`src/rtl/uart_wake_rx_pkg.sv`:
```
package uart_wake_rx_pkg;

  typedef enum logic [2:0] {
    ST_HUNT,
    ST_START,
    ST_DATA,
    ST_PAR,
    ST_STOP
  } rx_state_e;

  // Per-cycle events handed from the framer to the idle/sleep unit.
  typedef struct packed {
    logic start_edge;  // first low sample seen while hunting
    logic start_ok;    // start bit passed the vote
    logic bit_evt;     // a data, parity or stop bit was decided
    logic bit_val;     // its voted value
    logic frame_end;   // stop bit decided
    logic hunt_one;    // one full high bit period while hunting
  } rx_evt_t;

  function automatic logic vote3(input logic a, input logic b, input logic c);
    return (a & b) | (a & c) | (b & c);
  endfunction

endpackage

```
`src/rtl/uart_wake_rx_insel.sv`:
```
module uart_wake_rx_insel #(
  parameter int SYNC_STAGES = 2
) (
  input  logic clk_i,
  input  logic rst_ni,
  input  logic rxd_i,
  input  logic tx_loop_i,
  input  logic txpin_i,
  input  logic loop_en_i,
  input  logic src_sel_i,
  output logic rx_o
);

  logic                   raw;
  logic [SYNC_STAGES-1:0] sync_q;
  logic [SYNC_STAGES-1:0] sync_d;

  always_comb begin
    if (!loop_en_i) raw = rxd_i;
    else if (src_sel_i) raw = txpin_i;
    else raw = tx_loop_i;
  end

  generate
    if (SYNC_STAGES > 1) begin : g_chain
      always_comb sync_d = {sync_q[SYNC_STAGES-2:0], raw};
    end else begin : g_single
      always_comb sync_d = raw;
    end
  endgenerate

  always_ff @(posedge clk_i or negedge rst_ni) begin
    if (!rst_ni) sync_q <= '1;
    else sync_q <= sync_d;
  end

  assign rx_o = sync_q[SYNC_STAGES-1];

endmodule

```
`src/rtl/uart_wake_rx_frame.sv`:
```
module uart_wake_rx_frame
  import uart_wake_rx_pkg::*;
#(
  parameter int OSR = 16,
  parameter int DW  = 9
) (
  input  logic          clk_i,
  input  logic          rst_ni,
  input  logic          tick_i,
  input  logic          rx_i,
  input  logic          nine_i,
  input  logic          par_en_i,
  input  logic          par_odd_i,
  input  logic          msb_first_i,
  output rx_evt_t       evt_o,
  output logic          done_o,
  output logic [DW-1:0] data_o,
  output logic          perr_o,
  output logic          ferr_o,
  output logic          mark_o
);

  localparam int PH_W  = $clog2(OSR);
  localparam int IDX_W = $clog2(DW) + 1;
  localparam logic [PH_W-1:0] PH_LAST = PH_W'(OSR - 1);
  localparam logic [PH_W-1:0] SMP_A   = PH_W'(OSR / 2 - 1);
  localparam logic [PH_W-1:0] SMP_B   = PH_W'(OSR / 2);
  localparam logic [PH_W-1:0] SMP_C   = PH_W'(OSR / 2 + 1);

  rx_state_e        state_q, state_d;
  logic [PH_W-1:0]  phase_q, phase_d;
  logic [IDX_W-1:0] idx_q, idx_d;
  logic             s_a_q, s_a_d, s_b_q, s_b_d;
  logic [DW-1:0]    sh_q, sh_d;
  logic             pacc_q, pacc_d;
  logic             pbad_q, pbad_d;
  logic             done_q, done_d;
  logic [DW-1:0]    data_q, data_d;
  logic             perr_q, perr_d, ferr_q, ferr_d;
  logic             vote;
  logic [IDX_W-1:0] last_idx;
  logic [DW-1:0]    assembled;
  rx_evt_t          evt;

  assign vote     = vote3(s_a_q, s_b_q, rx_i);
  assign last_idx = nine_i ? IDX_W'(DW - 1) : IDX_W'(DW - 2);

  always_comb begin
    if (nine_i) assembled = sh_q;
    else if (msb_first_i) assembled = {1'b0, sh_q[DW-2:0]};
    else assembled = {1'b0, sh_q[DW-1:1]};
  end

  // next-state process
  always_comb begin
    state_d = state_q;
    phase_d = phase_q;
    idx_d   = idx_q;
    s_a_d   = s_a_q;
    s_b_d   = s_b_q;
    sh_d    = sh_q;
    pacc_d  = pacc_q;
    pbad_d  = pbad_q;
    done_d  = 1'b0;
    data_d  = data_q;
    perr_d  = perr_q;
    ferr_d  = ferr_q;
    evt     = '0;
    if (tick_i) begin
      if (state_q == ST_HUNT) begin
        if (!rx_i) begin
          state_d        = ST_START;
          phase_d        = PH_W'(1);
          evt.start_edge = 1'b1;
        end else begin
          phase_d = (phase_q == PH_LAST) ? '0 : phase_q + 1'b1;
          if (phase_q == PH_LAST) evt.hunt_one = 1'b1;
        end
      end else begin
        phase_d = (phase_q == PH_LAST) ? '0 : phase_q + 1'b1;
        if (phase_q == SMP_A) s_a_d = rx_i;
        if (phase_q == SMP_B) s_b_d = rx_i;
        if (phase_q == SMP_C) begin
          unique case (state_q)
            ST_START: begin
              if (vote) begin
                state_d = ST_HUNT;
                phase_d = '0;
              end else begin
                evt.start_ok = 1'b1;
                state_d      = ST_DATA;
                idx_d        = '0;
                pacc_d       = 1'b0;
                pbad_d       = 1'b0;
              end
            end
            ST_DATA: begin
              evt.bit_evt = 1'b1;
              evt.bit_val = vote;
              sh_d   = msb_first_i ? {sh_q[DW-2:0], vote} : {vote, sh_q[DW-1:1]};
              pacc_d = pacc_q ^ vote;
              idx_d  = idx_q + 1'b1;
              if (idx_q == last_idx) state_d = par_en_i ? ST_PAR : ST_STOP;
            end
            ST_PAR: begin
              evt.bit_evt = 1'b1;
              evt.bit_val = vote;
              pbad_d      = pacc_q ^ vote ^ par_odd_i;
              state_d     = ST_STOP;
            end
            default: begin
              evt.bit_evt   = 1'b1;
              evt.bit_val   = vote;
              evt.frame_end = 1'b1;
              done_d        = 1'b1;
              data_d        = assembled;
              perr_d        = par_en_i & pbad_q;
              ferr_d        = ~vote;
              state_d       = ST_HUNT;
              phase_d       = '0;
            end
          endcase
        end
      end
    end
  end

  // register process
  always_ff @(posedge clk_i or negedge rst_ni) begin
    if (!rst_ni) begin
      state_q <= ST_HUNT;
      phase_q <= '0;
      idx_q   <= '0;
      s_a_q   <= 1'b1;
      s_b_q   <= 1'b1;
      sh_q    <= '0;
      pacc_q  <= 1'b0;
      pbad_q  <= 1'b0;
      done_q  <= 1'b0;
      data_q  <= '0;
      perr_q  <= 1'b0;
      ferr_q  <= 1'b0;
    end else begin
      state_q <= state_d;
      phase_q <= phase_d;
      idx_q   <= idx_d;
      s_a_q   <= s_a_d;
      s_b_q   <= s_b_d;
      sh_q    <= sh_d;
      pacc_q  <= pacc_d;
      pbad_q  <= pbad_d;
      done_q  <= done_d;
      data_q  <= data_d;
      perr_q  <= perr_d;
      ferr_q  <= ferr_d;
    end
  end

  assign evt_o  = evt;
  assign done_o = done_q;
  assign data_o = data_q;
  assign perr_o = perr_q;
  assign ferr_o = ferr_q;
  assign mark_o = nine_i ? data_q[DW-1] : data_q[DW-2];

endmodule

```
`src/rtl/uart_wake_rx_idle.sv`:
```
module uart_wake_rx_idle
  import uart_wake_rx_pkg::*;
#(
  parameter int DW = 9
) (
  input  logic    clk_i,
  input  logic    rst_ni,
  input  rx_evt_t evt_i,
  input  logic    nine_i,
  input  logic    par_en_i,
  input  logic    idle_after_stop_i,
  input  logic    wake_sel_i,
  input  logic    sleep_req_i,
  input  logic    done_i,
  input  logic    mark_i,
  output logic    idle_o,
  output logic    asleep_o
);

  localparam int CNT_W = $clog2(DW + 4);
  localparam logic [CNT_W-1:0] BASE_LEN = CNT_W'(DW + 1);

  logic [CNT_W-1:0] cnt_q, cnt_d;
  logic [CNT_W-1:0] thr;
  logic             armed_q, armed_d;
  logic             idle_q, idle_d;
  logic             asleep_q, asleep_d;
  logic             from_start, inc, hit;

  assign thr        = BASE_LEN + CNT_W'(nine_i) + CNT_W'(par_en_i);
  assign from_start = !idle_after_stop_i || (asleep_q && !wake_sel_i);

  // next-state process
  always_comb begin
    cnt_d = cnt_q;
    inc   = 1'b0;
    if (sleep_req_i || evt_i.start_edge) begin
      cnt_d = '0;
    end else if (evt_i.frame_end && !from_start) begin
      cnt_d = '0;
    end else if (evt_i.bit_evt && from_start) begin
      if (evt_i.bit_val) inc = 1'b1;
      else cnt_d = '0;
    end else if (evt_i.hunt_one) begin
      inc = 1'b1;
    end
    if (inc && (cnt_q < thr)) cnt_d = cnt_q + 1'b1;
    hit = inc && (cnt_q == thr - 1'b1);

    armed_d = armed_q;
    idle_d  = hit && armed_q;
    if (evt_i.start_ok) armed_d = 1'b1;
    if (idle_d) armed_d = 1'b0;

    asleep_d = asleep_q;
    if (sleep_req_i) asleep_d = 1'b1;
    else if (asleep_q && !wake_sel_i && hit) asleep_d = 1'b0;
    else if (asleep_q && wake_sel_i && done_i && mark_i) asleep_d = 1'b0;
  end

  // register process
  always_ff @(posedge clk_i or negedge rst_ni) begin
    if (!rst_ni) begin
      cnt_q    <= '0;
      armed_q  <= 1'b0;
      idle_q   <= 1'b0;
      asleep_q <= 1'b0;
    end else begin
      cnt_q    <= cnt_d;
      armed_q  <= armed_d;
      idle_q   <= idle_d;
      asleep_q <= asleep_d;
    end
  end

  assign idle_o   = idle_q;
  assign asleep_o = asleep_q;

endmodule

```
`src/rtl/uart_wake_rx.sv`:
```
module uart_wake_rx
  import uart_wake_rx_pkg::*;
#(
  parameter int OSR         = 16,
  parameter int SYNC_STAGES = 2,
  parameter int DW          = 9
) (
  input  logic          clk_i,
  input  logic          rst_ni,
  input  logic          baud16_i,
  input  logic          rxd_i,
  input  logic          tx_loop_i,
  input  logic          txpin_i,
  input  logic          loop_en_i,
  input  logic          src_sel_i,
  input  logic          nine_bit_i,
  input  logic          par_en_i,
  input  logic          par_odd_i,
  input  logic          msb_first_i,
  input  logic          idle_after_stop_i,
  input  logic          wake_sel_i,
  input  logic          sleep_req_i,
  output logic [DW-1:0] data_o,
  output logic          valid_o,
  output logic          idle_o,
  output logic          perr_o,
  output logic          ferr_o,
  output logic          asleep_o
);

  logic [1:0]    rst_pipe_q;
  logic          rst_n_int;
  logic          rx_line;
  rx_evt_t       evt;
  logic          fr_done, fr_perr, fr_ferr, fr_mark;
  logic [DW-1:0] fr_data;
  logic          asleep;
  logic          deliver;
  logic          valid_q;
  logic [DW-1:0] data_q;
  logic          perr_q, ferr_q;

  // reset: asserted asynchronously, released on the clock
  always_ff @(posedge clk_i or negedge rst_ni) begin
    if (!rst_ni) rst_pipe_q <= 2'b00;
    else rst_pipe_q <= {rst_pipe_q[0], 1'b1};
  end
  assign rst_n_int = rst_pipe_q[1];

  uart_wake_rx_insel #(.SYNC_STAGES(SYNC_STAGES)) u_insel (
    .clk_i     (clk_i),
    .rst_ni    (rst_n_int),
    .rxd_i     (rxd_i),
    .tx_loop_i (tx_loop_i),
    .txpin_i   (txpin_i),
    .loop_en_i (loop_en_i),
    .src_sel_i (src_sel_i),
    .rx_o      (rx_line)
  );

  uart_wake_rx_frame #(.OSR(OSR), .DW(DW)) u_frame (
    .clk_i       (clk_i),
    .rst_ni      (rst_n_int),
    .tick_i      (baud16_i),
    .rx_i        (rx_line),
    .nine_i      (nine_bit_i),
    .par_en_i    (par_en_i),
    .par_odd_i   (par_odd_i),
    .msb_first_i (msb_first_i),
    .evt_o       (evt),
    .done_o      (fr_done),
    .data_o      (fr_data),
    .perr_o      (fr_perr),
    .ferr_o      (fr_ferr),
    .mark_o      (fr_mark)
  );

  uart_wake_rx_idle #(.DW(DW)) u_idle (
    .clk_i             (clk_i),
    .rst_ni            (rst_n_int),
    .evt_i             (evt),
    .nine_i            (nine_bit_i),
    .par_en_i          (par_en_i),
    .idle_after_stop_i (idle_after_stop_i),
    .wake_sel_i        (wake_sel_i),
    .sleep_req_i       (sleep_req_i),
    .done_i            (fr_done),
    .mark_i            (fr_mark),
    .idle_o            (idle_o),
    .asleep_o          (asleep)
  );

  assign deliver = fr_done && (!asleep || (wake_sel_i && fr_mark));

  always_ff @(posedge clk_i or negedge rst_n_int) begin
    if (!rst_n_int) begin
      valid_q <= 1'b0;
      data_q  <= '0;
      perr_q  <= 1'b0;
      ferr_q  <= 1'b0;
    end else begin
      valid_q <= deliver;
      if (deliver) begin
        data_q <= fr_data;
        perr_q <= fr_perr;
        ferr_q <= fr_ferr;
      end
    end
  end

  assign valid_o  = valid_q;
  assign data_o   = data_q;
  assign perr_o   = perr_q;
  assign ferr_o   = ferr_q;
  assign asleep_o = asleep;

endmodule

```
`config.mk`:
```
export PLATFORM = sky130hd
export DESIGN_NAME = uart_wake_rx
export DESIGN_NICKNAME = d
export VERILOG_FILES = /design/src/rtl/uart_wake_rx_pkg.sv /design/src/rtl/uart_wake_rx_insel.sv /design/src/rtl/uart_wake_rx_frame.sv /design/src/rtl/uart_wake_rx_idle.sv /design/src/rtl/uart_wake_rx.sv
export SDC_FILE = /design/constraint.sdc
export NUM_CORES = 1
export LEC_CHECK = 0
export ABC_AREA = 1
export ABC_CLOCK_PERIOD_IN_PS = 2550
export BUFFER_PORTS_ARGS = -buffer_cell sky130_fd_sc_hd__buf_4
export CORE_MARGIN = 2
export CORE_UTILIZATION = 59
export CTS_CLUSTER_DIAMETER = 50
export DETAILED_ROUTE_END_ITERATION = 8
export HOLD_SLACK_MARGIN = 0.12
export PLACE_DENSITY = 0.8
export SKIP_CTS_REPAIR_TIMING = 1
export SLEW_MARGIN = 20
export SYNTH_ARGS = -nofsm -noshare
export SYNTH_HDL_FRONTEND = slang
export SYNTH_HIERARCHICAL = 1
export SYNTH_SLANG_ARGS = --single-unit
export TNS_END_PERCENT = 20
```
`constraint.sdc`:
```
create_clock -name clk_i -period 2.55 [get_ports clk_i]
set_clock_uncertainty 0.05 [all_clocks]
set_input_delay 0.1275 -clock clk_i [delete_from_list [all_inputs] [get_ports clk_i]]
set_output_delay 0.1275 -clock clk_i [all_outputs]
set_load 0.02 [all_outputs]
```
==> metrics.txt <==
post-placement cell count=502; cts bufs inserted=9; Die Y=78.33 um; Max stage delay on crit path=390 ps; clock sink total=60; Final TNS setup=0 ps; Core Region=5405 um2; vias in the first global route=2,510; reg2reg end=u_idle/armed_q; post-synth top area share=0.4299; Setup WS post-layout=624.5 ps; status=finished, final reports clean; critical path required time=2720 ps; post-place setup slack=630.0 ps; Pre-antenna DRT Iters=4; reg2reg start=u_frame/phase_q[1]; RSZ-0062 raised after global routing=no; Final period util=0.7551; worst vdd rail ir drop=0.3904 mV; vias=2,745; final setup fails=0; slowest stage cell, crit path=dfrtp_1; area leader, netlist=dfrtp_1; Max Cap Viol=0; Post-Syn Instances=410; crit end category=flop; Initial Utilization=0.6030; Syn Area/Cell=7.950 um2; crit path max fanout=7; Die Area=6135 um2; Finished Cell Area=3840 um2; Clk Latency, worst-skew pair=330 ps; Power Dens Cells=770.2 nW/um2; Seq/Total Area, Yosys=0.4622; syn_nets=435; DR vias/cell=5.189; CTS tree=built; average routed wire per standard cell=11.99 um; synth-to-layout area growth=17.81%; gpl congestion=0.9041; critical path class=reg -> reg; IO Count=29; flop2flop setup slack=620 ps; static leakage=1.966 nW; Min-Delay Path Depth=5; ys async rst share=1.000; number of enable flip-flop cells after synthesis=0; endpoints failing hold=0; Root Driver=clkbuf_8; Worst Reg-to-Reg Cells=11; count of different cell masters after synthesis=34; first-pass GRT wire length=10,910 um; YS warnings=6; total grt overflow=0; drt drc=0; Critical Path End=u_idle/armed_q; Worst Setup SP=u_frame/phase_q[1]; dpl hpwl=4612 um; total track usage=0.2255; final wirelength=6342 um; Layout Cells excl Fill=529; ratio of cells with drive above 1 in the final layout=0.1816; count leader, synth=nand2_1; Port Buffer Count=28; initial antenna violation count=0; largest buffer count on any clock path=2; Post-synth top cells=124 x nand2_1, 56 x dfrtp_1, 50 x inv_1, 32 x nand3_1; Startpoint Class=flop; Mapped Area=3259 um2; Max Slew Vio Count=0; dominant synthesized flop cell=dfrtp_1; Die Wd=78.33 um; # rows=27; Ant. Diodes=0; Iter 0 DRT Violations=160; worst slew pin tran=738.5 ps; Worst-path clk slew=70 ps; Total Nets Final=477; HP Class=in -> reg; ranking of synthesized cells by area=dfrtp_1 43%, nand2_1 14%, inv_1 5.8%; CP Data Arrival Time=2100 ps; Post-DRT Antenna Nets=0; Max Clock Freq=519.3 MHz; Tmin final=1926 ps; CP cell instances=inv_1, ha_1, nand3_2, nor2_4, nand2_2, nor3_1, nor2_4, nor2_8, nand3_2, nor2_2, nor2_1; H-tree levels=3; largest net degree at the start of global routing=29; Seq cells post-synth=60; Area after DPL=3503 um2; Slew Limit Headroom=0.5058
worst max-delay path: cells and delay by family, from the launching register on:
family                     cells  cell delay, ps
buffers and inverters          1             100
and+or+nand+nor                9            1110
adders and majority gates      1             170
DFF                            1             390
cells in the final DEF (no fill, tap or decap), types with 2 or more instances in the layout:
cell,count
bufinv_16,2
xor2_1,4
clkbuf_8,10
o21ai_0,25
nor3_1,2
dfstp_2,4
a21oi_1,7
nand3_2,3
inv_2,4
o21ai_1,11
nor2_2,3
nor2_1,25
clkinv_4,2
ha_1,10
dlygate4sd3_1,11
a21oi_2,7
xnor2_1,2
nand2_2,7
nor2_4,3
mux2i_1,2
inv_1,50
nand3_1,32
nand4_1,8
nand2_4,2
nand3b_1,2
buf_4,31
dfrtp_1,55
nand2_1,124
power breakdown:
part / internal, mW / switching, mW / total (mW)
clock: 0.580 / 0.374 / 0.954
sequential: 1.13 / 0.153 / 1.28
combinational: 0.262 / 0.457 / 0.720
total: 1.97 / 0.984 / 2.96
cells by family after synthesis:
group	Yosys count	share of synthesized area
AND/OR/NAND/NOR	214	0.2994
buffers and inverters	65	0.08675
flip-flops	60	0.4622
AO/OA/AOI/OAI	52	0.08983
adder cells (fa/ha/maj)	10	0.03839
XOR/XNOR	6	0.01612
multiplexers	2	0.006142
other	1	0.001151
routing by layer:
layer  wire length [um]  GRT usage  part of all wire  up-vias
met2               3110     0.3681              0.49       58
met5                  0          0                 0        -
li1                   -          -                 -     1384
met1               2933     0.2973              0.46     1295
met3                203    0.03908             0.032        8
met4                 95    0.09825             0.015        0
flip-flops by register name (all words and copies together) (netlist names), 2 cells and up:
register and count:
u_frame/sh_q 9, rst_pipe_q 2, u_frame/data_o 9, u_frame/idx_q 5, u_frame/phase_q 4, data_o 9
u_idle/cnt_q 4, u_insel/sync_q 2, u_frame/state_q 3
worst min path at each step:
| stage | slack [ps] | startpoint | end |
|---|---|---|---|
| floorplan | -220 | rst_ni | rst_pipe_q[0] |
| global placement | -140 | rst_ni | rst_pipe_q[0] |
| detailed placement | -140 | rst_ni | rst_pipe_q[0] |
| CTS | -510 | rst_ni | rst_pipe_q[1] |
| global route | 130 | wake_sel_i | u_idle/asleep_o |
| finish | 80 | wake_sel_i | u_idle/asleep_o |
final cells by class:
type                            instances  area, um2
Fill cell                             456       1565
Timing Repair Buffer                   42      342.8
Clock inverter                          5      85.08
Multi-Input combinational cell        285       1470
Sequential cell                        60       1508
Tap cell                               72      90.09
Clock buffer                           11      141.4
Inverter                               54      202.7
metrics by stage:
step	utilization	hold WS, ps	power, mW
2_1_floorplan	-	-218.1	1.816
3_3_place_gp	0.6481	-139.3	1.957
3_5_place_dp	0.6481	-139.1	1.996
4_1_cts	0.6900	-507.4	2.963
5_1_grt	0.7104	127.6	3.151
6_report	0.7104	75.16	2.958
Power figures use the tool's default switching activity.
